$ cat config.mk
export PLATFORM = sky130hd
export DESIGN_NAME = ext_irq_ctrl
export DESIGN_NICKNAME = d
export VERILOG_FILES = /design/src/rtl/eirq_pkg.sv /design/src/rtl/eirq_channel.sv /design/src/rtl/eirq_cfg_reg.sv /design/src/rtl/ext_irq_ctrl.sv
export SDC_FILE = /design/constraint.sdc
export NUM_CORES = 1
export LEC_CHECK = 0
export BUFFER_PORTS_ARGS = -buffer_cell sky130_fd_sc_hd__buf_2
export CAP_MARGIN = 20
export CORE_ASPECT_RATIO = 2
export CORE_MARGIN = 1.5
export CORE_UTILIZATION = 50
export DETAILED_ROUTE_END_ITERATION = 10
export GPL_TIMING_DRIVEN = 0
export HOLD_SLACK_MARGIN = 0.02
export PLACE_DENSITY_LB_ADDON = 0.25
export SLEW_MARGIN = 20
export SYNTH_ARGS = -nofsm -noshare
export SYNTH_HDL_FRONTEND = slang
export SYNTH_SLANG_ARGS = --single-unit
export TNS_END_PERCENT = 100
$ cat constraint.sdc
create_clock -name clk -period 3.65 [get_ports clk]
set_input_delay 0.365 -clock clk [delete_from_list [all_inputs] [get_ports clk]]
set_output_delay 0.365 -clock clk [all_outputs]
set_load 0.05 [all_outputs]
$ cat src/rtl/eirq_pkg.sv
package eirq_pkg;

  typedef enum int unsigned {
    FLD_POL  = 0,
    FLD_STAT = 1,
    FLD_CLR  = 2,
    FLD_EN   = 3,
    FLD_DUAL = 4,
    FLD_LVL  = 5
  } eirq_fld_e;

  function automatic int unsigned fld_base(eirq_fld_e f, int unsigned n);
    return int'(f) * n;
  endfunction

  // Edge event seen between the previous and current synchronised sample.
  function automatic logic edge_hit(logic cur, logic prev, logic pol, logic dual);
    logic rise, fall;
    rise = cur & ~prev;
    fall = ~cur & prev;
    if (dual) return rise | fall;
    return pol ? rise : fall;
  endfunction

  // Pin at its active level.
  function automatic logic level_on(logic cur, logic pol);
    return ~(cur ^ pol);
  endfunction

endpackage

$ cat src/rtl/eirq_channel.sv
module eirq_channel
  import eirq_pkg::*;
#(
  parameter int unsigned SYNC_STAGES = 2
) (
  input  logic clk,
  input  logic rst_n,
  input  logic pin,
  input  logic pol,
  input  logic dual,
  input  logic lvl,
  input  logic clr,
  output logic hit,
  output logic status
);

  logic [SYNC_STAGES-1:0] sync_q;
  logic                   prev_q;
  logic                   cur;
  logic                   status_q;

  generate
    if (SYNC_STAGES == 1) begin : g_one
      always_ff @(posedge clk or negedge rst_n)
        if (!rst_n) sync_q <= '0;
        else        sync_q <= pin;
    end else begin : g_chain
      always_ff @(posedge clk or negedge rst_n)
        if (!rst_n) sync_q <= '0;
        else        sync_q <= {sync_q[SYNC_STAGES-2:0], pin};
    end
  endgenerate

  assign cur = sync_q[SYNC_STAGES-1];

  always_ff @(posedge clk or negedge rst_n)
    if (!rst_n) prev_q <= 1'b0;
    else        prev_q <= cur;

  assign hit = lvl ? level_on(cur, pol) : edge_hit(cur, prev_q, pol, dual);

  always_ff @(posedge clk or negedge rst_n) begin
    if (!rst_n)     status_q <= 1'b0;
    else if (hit)   status_q <= 1'b1;
    else if (lvl)   status_q <= 1'b0;
    else if (clr)   status_q <= 1'b0;
  end

  assign status = status_q;

  p_edge_hold_r6: assert property (@(posedge clk) disable iff (!rst_n)
    (!lvl && status_q && !clr) |=> status_q);

  p_edge_clear_r6: assert property (@(posedge clk) disable iff (!rst_n)
    (!lvl && clr && !hit) |=> !status_q);

  p_event_wins_r9: assert property (@(posedge clk) disable iff (!rst_n)
    hit |=> status_q);

  p_level_drop_r8: assert property (@(posedge clk) disable iff (!rst_n)
    (lvl && !hit) |=> !status_q);

endmodule

$ cat src/rtl/eirq_cfg_reg.sv
module eirq_cfg_reg
  import eirq_pkg::*;
#(
  parameter int unsigned N_IN   = 4,
  parameter int unsigned DATA_W = 32
) (
  input  logic              clk,
  input  logic              rst_n,
  input  logic              wr_en,
  input  logic [DATA_W-1:0] wr_data,
  output logic [N_IN-1:0]   pol,
  output logic [N_IN-1:0]   en,
  output logic [N_IN-1:0]   dual,
  output logic [N_IN-1:0]   lvl,
  output logic [N_IN-1:0]   clr
);

  localparam int unsigned OFF_POL  = fld_base(FLD_POL,  N_IN);
  localparam int unsigned OFF_CLR  = fld_base(FLD_CLR,  N_IN);
  localparam int unsigned OFF_EN   = fld_base(FLD_EN,   N_IN);
  localparam int unsigned OFF_DUAL = fld_base(FLD_DUAL, N_IN);
  localparam int unsigned OFF_LVL  = fld_base(FLD_LVL,  N_IN);

  always_ff @(posedge clk or negedge rst_n) begin
    if (!rst_n) begin
      pol  <= '0;
      en   <= '0;
      dual <= '0;
      lvl  <= '0;
    end else if (wr_en) begin
      pol  <= wr_data[OFF_POL  +: N_IN];
      en   <= wr_data[OFF_EN   +: N_IN];
      dual <= wr_data[OFF_DUAL +: N_IN];
      lvl  <= wr_data[OFF_LVL  +: N_IN];
    end
  end

  // Clear is a single-cycle pulse taken straight from the write.
  assign clr = wr_en ? wr_data[OFF_CLR +: N_IN] : '0;

  p_enable_write_r11: assert property (@(posedge clk) disable iff (!rst_n)
    wr_en |=> (en == $past(wr_data[OFF_EN +: N_IN])));

endmodule

$ cat src/rtl/ext_irq_ctrl.sv
module ext_irq_ctrl
  import eirq_pkg::*;
#(
  parameter int unsigned N_IN        = 4,
  parameter int unsigned DATA_W      = 32,
  parameter int unsigned SYNC_STAGES = 2
) (
  input  logic              clk,
  input  logic              rst_n,
  input  logic [N_IN-1:0]   irq_pins,
  input  logic              wr_en,
  input  logic [DATA_W-1:0] wr_data,
  output logic [DATA_W-1:0] rd_data,
  output logic              irq_out
);

  localparam int unsigned OFF_POL  = fld_base(FLD_POL,  N_IN);
  localparam int unsigned OFF_STAT = fld_base(FLD_STAT, N_IN);
  localparam int unsigned OFF_EN   = fld_base(FLD_EN,   N_IN);
  localparam int unsigned OFF_DUAL = fld_base(FLD_DUAL, N_IN);
  localparam int unsigned OFF_LVL  = fld_base(FLD_LVL,  N_IN);

  logic [N_IN-1:0] pol, en, dual, lvl, clr;
  logic [N_IN-1:0] hit, status;
  logic            unused_wr_bits;

  assign unused_wr_bits = ^wr_data;

  eirq_cfg_reg #(.N_IN(N_IN), .DATA_W(DATA_W)) u_cfg (
    .clk(clk), .rst_n(rst_n), .wr_en(wr_en), .wr_data(wr_data),
    .pol(pol), .en(en), .dual(dual), .lvl(lvl), .clr(clr)
  );

  generate
    for (genvar i = 0; i < N_IN; i++) begin : g_ch
      eirq_channel #(.SYNC_STAGES(SYNC_STAGES)) u_ch (
        .clk(clk), .rst_n(rst_n), .pin(irq_pins[i]),
        .pol(pol[i]), .dual(dual[i]), .lvl(lvl[i]), .clr(clr[i]),
        .hit(hit[i]), .status(status[i])
      );
    end
  endgenerate

  always_comb begin
    rd_data = '0;
    rd_data[OFF_POL  +: N_IN] = pol;
    rd_data[OFF_STAT +: N_IN] = status;
    rd_data[OFF_EN   +: N_IN] = en;
    rd_data[OFF_DUAL +: N_IN] = dual;
    rd_data[OFF_LVL  +: N_IN] = lvl;
  end

  assign irq_out = |(status & en);

  p_quiet_line_r10: assert property (@(posedge clk) disable iff (!rst_n)
    !irq_out |-> ((rd_data[OFF_STAT +: N_IN] & rd_data[OFF_EN +: N_IN]) == '0));

  p_line_follows_r10: assert property (@(posedge clk) disable iff (!rst_n)
    irq_out |-> ((rd_data[OFF_STAT +: N_IN] & rd_data[OFF_EN +: N_IN]) != '0));

endmodule

==> After elaboration in Yosys (flattened, before gate mapping) <==
Index checks and enable logic that the tools add are counted.
{ "totals": {"ff_bits": 32, "output_inout_bits": 33, "wordCells": 83} }
{ "classes": {"n_mux": 33, "n_bitwise": 29, "n_reduce_logical": 5} }
{ "op_table": {"columns": ["operator", "count"], "rows": [
  ["1-bit two-way mux", 32],
  ["1-bit NOT", 12],
  ["3-bit nonzero test", 4],
  ["1-bit bitwise AND", 8],
  ["4-bit bitwise AND", 1],
  ["4-bit two-way mux", 1],
  ["1-bit bitwise OR", 4],
  ["4-bit OR reduction", 1],
  ["1-bit bitwise XOR", 4]
]} }

==> Depth between registers and ports, before layout <==
Gate-level depths: netlist of run 1.
{ "depth": {"word_depth": 7, "ltp_mapped": 5, "ltp_nobuf": 5} }

==> Hierarchy <==
Synthesis of run 1 repeated with hierarchy kept, for this count alone.
{ "unflattened": {"hier_cells": 122, "area_unflattened_um2": 1561.5} }
{ "modules_own_cells": {"columns": ["mod", "instances", "cells_each", "area_per_inst_um2"], "rows": [
  ["eirq_channel", 4, 17, 190.2],
  ["eirq_cfg_reg", 1, 38, 688.2],
  ["ext_irq_ctrl", 1, 16, 112.6]
]} }

==> Worst setup path after synthesis of run 1 <==
No wires, ideal clock.
{ "synth_path": {"kind": "reg-to-output", "start": "reg u_cfg.en[0]", "end": "out irq_out", "arrival_ns": 1.155, "setup_slack_ns": 2.130, "path_stages_with_launch": 3, "path_cell_list": "dfrtp_1 > a22oi_1 > nand2_1"} }
{ "synth_between": {"elab_chain_cells": 2} }
{ "synth_lines": {"columns": ["item", "line_no", "text"], "rows": [
  ["from (decl)", "eirq_cfg_reg.sv:12", "output logic [N_IN-1:0] en,"],
  ["from (signal assigned)", "eirq_cfg_reg.sv:32", "en <= wr_data[OFF_EN +: N_IN];"],
  ["4-bit bitwise AND", "ext_irq_ctrl.sv:53", "assign irq_out = |(status & en);"],
  ["4-bit OR reduction", "ext_irq_ctrl.sv:53", null],
  ["to (decl)", "ext_irq_ctrl.sv:14", "output logic irq_out"]
]} }
Every way passes these cells.

==> Worst setup path in the final report of run 1 <==
{ "layout_path": {"start": "reg g_ch[0].u_ch.status_q", "end": "out irq_out"} }
{ "layout_between": {"elab_chain_cells": 2} }
{ "layout_lines": {"columns": ["item", "line_no", "text"], "rows": [
  ["from (decl)", "eirq_channel.sv:20", "logic status_q;"],
  ["from (signal assigned)", "eirq_channel.sv:43", "if (!rst_n) status_q <= 1'b0;"],
  ["from (signal assigned)", "eirq_channel.sv:44", "else if (hit) status_q <= 1'b1;"],
  ["from (signal assigned)", "eirq_channel.sv:45", "else if (lvl) status_q <= 1'b0;"],
  ["4-bit bitwise AND", "ext_irq_ctrl.sv:53", null],
  ["4-bit OR reduction", "ext_irq_ctrl.sv:53", null]
]} }
Every way passes these cells.

==> impl_metrics.tcl, run 1 <==
set metrics [dict create \
    syn2layout_area_growth_pct 27.0 \
    critPathCaptureType "output pin" \
    start_util_pct 52.5 \
    maxSlewHeadroom_pct 54.2 \
    stdcell_area_um2 1980 \
    path_class "register to output pin" \
    n_antenna_cell 0 \
    numClockSinks 32 \
    nNetsFinal 238 \
    tightest_slew_ns 0.686 \
    cts_tree "built" \
    io_pins 72 \
    numCtsBuffers 5 \
    path_clk_slew_ns 0.07 \
    fin_tns_setup_ns 0 \
    avgSynthCellArea_um2 12.4 \
    final.fill_count 229 \
    slowest_delay_ns 0.41 \
    drive_gt1_share_pct 53.1 \
    synth_compound_area_share_pct 5.76 \
    hold_violations 0 \
    critPathLaunchType "register" \
    fp.dieW_um 42.5 \
    setup_viol 0 \
    final_common_cell "buf_2" \
    yosysTopAreaCell "dfrtp_1" \
    detail_route.wl_per_cell_um 12.1 \
    finalClockSkew_ns 0.00439 \
    critical_path_required_ns 3.28 \
    drt-pass1-iter-count 3 \
    drv_slew 0 \
    antenna_found_initial 0 \
    cp_max_fo 3 \
    min_period_ns 1.52 \
    p_per_area_nw_per_um2 523 \
    cts_hold_buf 0 \
    coreArea_um2 2980 \
    peakVddDrop_mv 0.343 \
    row_count 28 \
    portBuffers 47 \
    syn_area_um2 1560 \
    holdCritPathClass "input port to asynchronous set/reset pin" \
    clk_latency_ns 0.28 \
    post_cts_buffers 0 \
    cts-root-buf "clkbuf_8" \
    grt_max_degree 33 \
    instances_no_fill 222 \
    fmax_mhz 657 \
    syn_inst 126 \
    yosys_warnings 0 \
    first_iter_violations 5 \
    gr-total-overflow 0 \
    yosys.area_share.simple_pct 2.48 \
    dp.cells 214 \
    die-area_um2 3490 \
    slowest_stage "dfrtp_1" \
    rsz0062_at_grt "false" \
    viasPerCell 4.61 \
    outcome "finished clean" \
    grtUsageTotal_pct 17.5 \
    detail-route-antenna-nets 0 \
    ctsLongestPathBuffers 2 \
    die_h_um 82.1 \
    routed_wl_mm 2.69 \
    hpwl_mm 2.07 \
    maxCapViolations 0 \
    hold_ws_ns 0.121 \
    synth-seq-cells 32 \
    synthAdderAreaFrac_pct 6.41 \
    htree_levels 2 \
    synthMuxAreaShare_pct 14.1 \
    arrival_ns 1.16 \
    place.gp.congestion 0.681 \
    dpl_cell_area_um2 1880 \
    ys_top_cells_by_area "dfrtp_1, buf_4, mux2_2, ha_1, inv_1" \
    ys_seq_area_share_pct 51.2 \
    yosysTopAreaCellShare_pct 51.2 \
    multi_input_area_um2 529 \
    drc 0 \
    finalCritPeriodShare_pct 41.7 \
    synth_top_family_by_area "buffers and inverters" \
    final_cell_mix "buf_2, dfrtp_1, buf_4" \
    crit_chain "a22oi_1 > nand2_1 > buf_2" \
    cts_resized 0 \
    ys_types 15 \
    grt_pass1_vias 995 \
    synth-xor-area-share_pct 2.24 \
    vias 1024 \
    grt_pass1_wl_mm 4.40 \
    p_leak_nw 1.08 \
    seq_area_um2 801 \
]
[final timing paths]
check                                       start                      to  slack (ns)  depth (start not counted)
setup / recovery              g_ch[0].u_ch.status                 irq_out        2.13                          3
hold / removal                              rst_n  g_ch[2].u_ch.sync_q[0]        0.12                          1
setup reg to reg           g_ch[2].u_ch.sync_q[1]     g_ch[2].u_ch.status        2.32                          4
hold reg to reg            g_ch[2].u_ch.sync_q[0]  g_ch[2].u_ch.sync_q[1]        0.35                          0
max in group asynchronous                   rst_n           u_cfg.dual[0]        3.08                          1
min in group clk                      irq_pins[3]  g_ch[3].u_ch.sync_q[0]        0.18                          1
[registers in the layout, summed over array words and instances (netlist names)]
register	cells
g_ch.u_ch.sync_q	8
u_cfg.lvl	4
u_cfg.en	4
g_ch.u_ch.prev_q	4
u_cfg.dual	4
g_ch.u_ch.status	4
u_cfg.pol	4
[cells by family after synthesis]
| kind of cell | count (synthesis) |
|---|---|
| buffers and inverters | 42 |
| DFF | 32 |
| muxes | 20 |
| AOI/OAI and AO/OA | 10 |
| and+or+nand+nor | 9 |
| adders and majority gates | 8 |
| xor gates and xnor gates | 4 |
| other | 1 |
[cell usage after synthesis (all sizes together)]
cell type	number
conb	1
dfrtp	32
nor2	4
mux2	16
nand2	5
a221o	4
buf	30
mux2i	4
ha	8
a22oi	2
xor2	4
inv	12
a2bb2oi	4
[power by group]
part	total, W	internal (W)	switching [W]
Combinational	0.000287	0.000105	0.000182
Clock	0.000330	0.000202	0.000127
Sequential	0.000421	0.000388	0.0000328
Total	0.00104	0.000696	0.000342
[stage by stage]
stage	worst slack, ns	util (%)	power, W
finish	2.13	66.6	0.00104
detailed placement	2.32	63.0	0.000718
global route	2.03	66.6	0.00108
global placement	2.35	63.0	0.000710
CTS	2.11	66.6	0.00105
floorplan	2.13	-	0.000653
[critical path, delay by kind of cell (launching register included)]
kind                   cells  cell delay, ns
AO/OA/AOI/OAI              1            0.19
flip-flops                 1            0.41
AND/OR/NAND/NOR            1            0.07
buffers and inverters      1            0.21
[area by class of cell]
class | count | area share, %
Tap cell | 30 | 1.89
Inverter | 12 | 2.27
Timing Repair Buffer | 47 | 11.9
Buffer | 30 | 11.5
Clock inverter | 2 | 1.77
Clock buffer | 6 | 3.66
Sequential cell | 32 | 40.4
Multi-Input combinational cell | 63 | 26.7
[routing by layer]
layer | GRT usage [%] | wire, µm | vias up
met5 | 0 | 0 | -
met4 | 9.38 | 66 | 0
met3 | 5.05 | 155 | 7
met2 | 30.6 | 1450 | 38
met1 | 18.6 | 1020 | 474
li1 | - | - | 505
Power figures use the tool's default switching activity.
==> run 2: changes to the inputs <==
CORE_UTILIZATION = 42   (was 50)
clock period = 1.3 ns   (was 3.65 ns; I/O delays follow)
==> impl_metrics.tcl, run 2 (synthesis gave the netlist of run 1 again) <==
set metrics [dict create \
    io_pins 72 \
    critPathLaunchType "register" \
    grt_pass1_wl_mm 4.41 \
    grtUsageTotal_pct 15.2 \
    final_common_cell "buf_2" \
    path_class "register to register" \
    setup_viol 0 \
    die-area_um2 4120 \
    largest_register "g_ch.u_ch.sync_q" \
    ctsLongestPathBuffers 2 \
    stdcell_area_um2 2110 \
    maxCapViolations 0 \
    critical_path_required_ns 1.46 \
    routed_wl_mm 2.83 \
    drt-pass1-iter-count 3 \
    holdCritPathClass "input port to register" \
    detail_route.wl_per_cell_um 11.2 \
    htree_levels 2 \
    die_h_um 89.3 \
    dpl_cell_area_um2 1900 \
    cts-root-buf "clkbuf_8" \
    drv_slew 0 \
    tightest_slew_ns 0.703 \
    final_cell_mix "buf_2, buf_4, dfrtp_1" \
    clk_latency_ns 0.27 \
    crit_chain "ha_4 > inv_2 > a221o_1 > a2bb2oi_1" \
    cts_tree "built" \
    finalCritPeriodShare_pct 97.6 \
    n_antenna_cell 0 \
    maxSlewHeadroom_pct 53.1 \
    final.fill_count 330 \
    peakVddDrop_mv 0.718 \
    grt_pass1_vias 1016 \
    vias 1069 \
    arrival_ns 1.43 \
    min_period_ns 1.27 \
    syn2layout_area_growth_pct 35.1 \
    slowest_stage "dfrtp_1" \
    hold_ws_ns 0.0841 \
    largest_register_ffs 8 \
    viasPerCell 4.24 \
    path_buf_inv 1 \
    numClockSinks 32 \
    portBuffers 47 \
    cp_top_family "compound AO/OA/AOI/OAI gates" \
    nNetsFinal 250 \
    hpwl_mm 2.04 \
    coreArea_um2 3610 \
    critPathCaptureType "register" \
    finalClockSkew_ns 0.00495 \
    place.gp.congestion 0.766 \
    first_iter_violations 6 \
    p_per_area_nw_per_um2 1290 \
    numCtsBuffers 5 \
    detail-route-antenna-nets 0 \
    grt_max_degree 33 \
    path_clk_slew_ns 0.06 \
    fin_tns_setup_ns 0 \
    start_util_pct 43.3 \
    slowest_delay_ns 0.42 \
    drive_gt1_share_pct 56.7 \
    hold_violations 0 \
    row_count 31 \
    outcome "finished clean" \
    p_leak_nw 1.11 \
    drc 0 \
    gr-total-overflow 0 \
    fmax_mhz 788 \
    antenna_found_initial 0 \
    cp_max_fo 2 \
    rsz0062_at_grt "true" \
    fp.dieW_um 46.1 \
]
## run 2: cell count changes in the layout (fill, tap and decap cells not counted)
cell,before,now
ha_2,0,1
buf_2,47,46
ha_4,0,2
ha_1,8,5
inv_2,0,4
dlygate4sd3_1,0,5
buf_4,29,37
bufinv_16,1,0
inv_1,12,8
## run 2: metal layers
layer / vias up / share of wire [%] / track usage, % / routed length [µm]
met2: 39 / 55 / 25.6 / 1570
met3: 7 / 4.5 / 3.64 / 126
met1: 496 / 38 / 16.4 / 1060
li1: 527 / - / - / -
met5: - / 0 / 0 / 0
met4: 0 / 2.4 / 9.09 / 69
## run 2: worst paths after layout
check,start,endpoint,slack (ns),cells past startpoint
worst max-delay path,g_ch[2].u_ch.sync_q[1],g_ch[2].u_ch.status,0.03,4
worst min-delay path,wr_data[18],u_cfg.dual[2],0.08,2
worst max register to register,g_ch[2].u_ch.sync_q[1],g_ch[2].u_ch.status,0.03,4
worst min register to register,g_ch[3].u_ch.sync_q[0],g_ch[3].u_ch.sync_q[1],0.35,0
max in group asynchronous,rst_n,u_cfg.en[3],0.41,2
min in group asynchronous,rst_n,g_ch[2].u_ch.sync_q[1],0.43,2
## run 2: power breakdown
group	total (W)	internal, W	leakage (nW)	switching (W)
Combinational	0.000862	0.000333	0.702	0.000529
Clock	0.000687	0.000363	0.0410	0.000324
Sequential	0.00118	0.00109	0.371	0.0000897
## run 2: cell type report
cell class,instances,area [µm²],area share [%]
Multi-Input combinational cell,63,557,26.4
Buffer,30,229,10.8
Clock buffer,6,72.6,3.44
Inverter,12,45.0,2.13
Tap cell,49,61.3,2.90
Clock inverter,1,5.00,0.237
Timing Repair Buffer,59,340,16.1
Sequential cell,32,801,37.9
## run 2: worst reg2reg max path, cell delays in order (launching register included)
cell and delay [ns]:
dfrtp_1 0.42, ha_4 0.28, inv_2 0.02, a221o_1 0.30
a2bb2oi_1 0.13
## run 2: what timing repair did
action	4_1_cts	5_1_grt
hold buffers	5	0
pin swaps	1	7
hold endpoints to repair	36	0
endpoints found under the setup margin	5	5
resized for setup	1	7
setup buffers	4	4
## run 2: through the flow
| stage | cells | utilization, % | total power (W) | setup WS [ns] |
|---|---|---|---|---|
| 2_1_floorplan | 137 | - | 0.00183 | 0.0151 |
| 3_3_place_gp | 233 | 52.7 | 0.00200 | 0.00128 |
| 3_5_place_dp | 233 | 52.7 | 0.00202 | -0.0250 |
| 4_1_cts | 249 | 57.1 | 0.00275 | 0.00219 |
| 5_1_grt | 252 | 58.5 | 0.00288 | -0.0214 |
| 6_report | 252 | 58.5 | 0.00273 | 0.0314 |
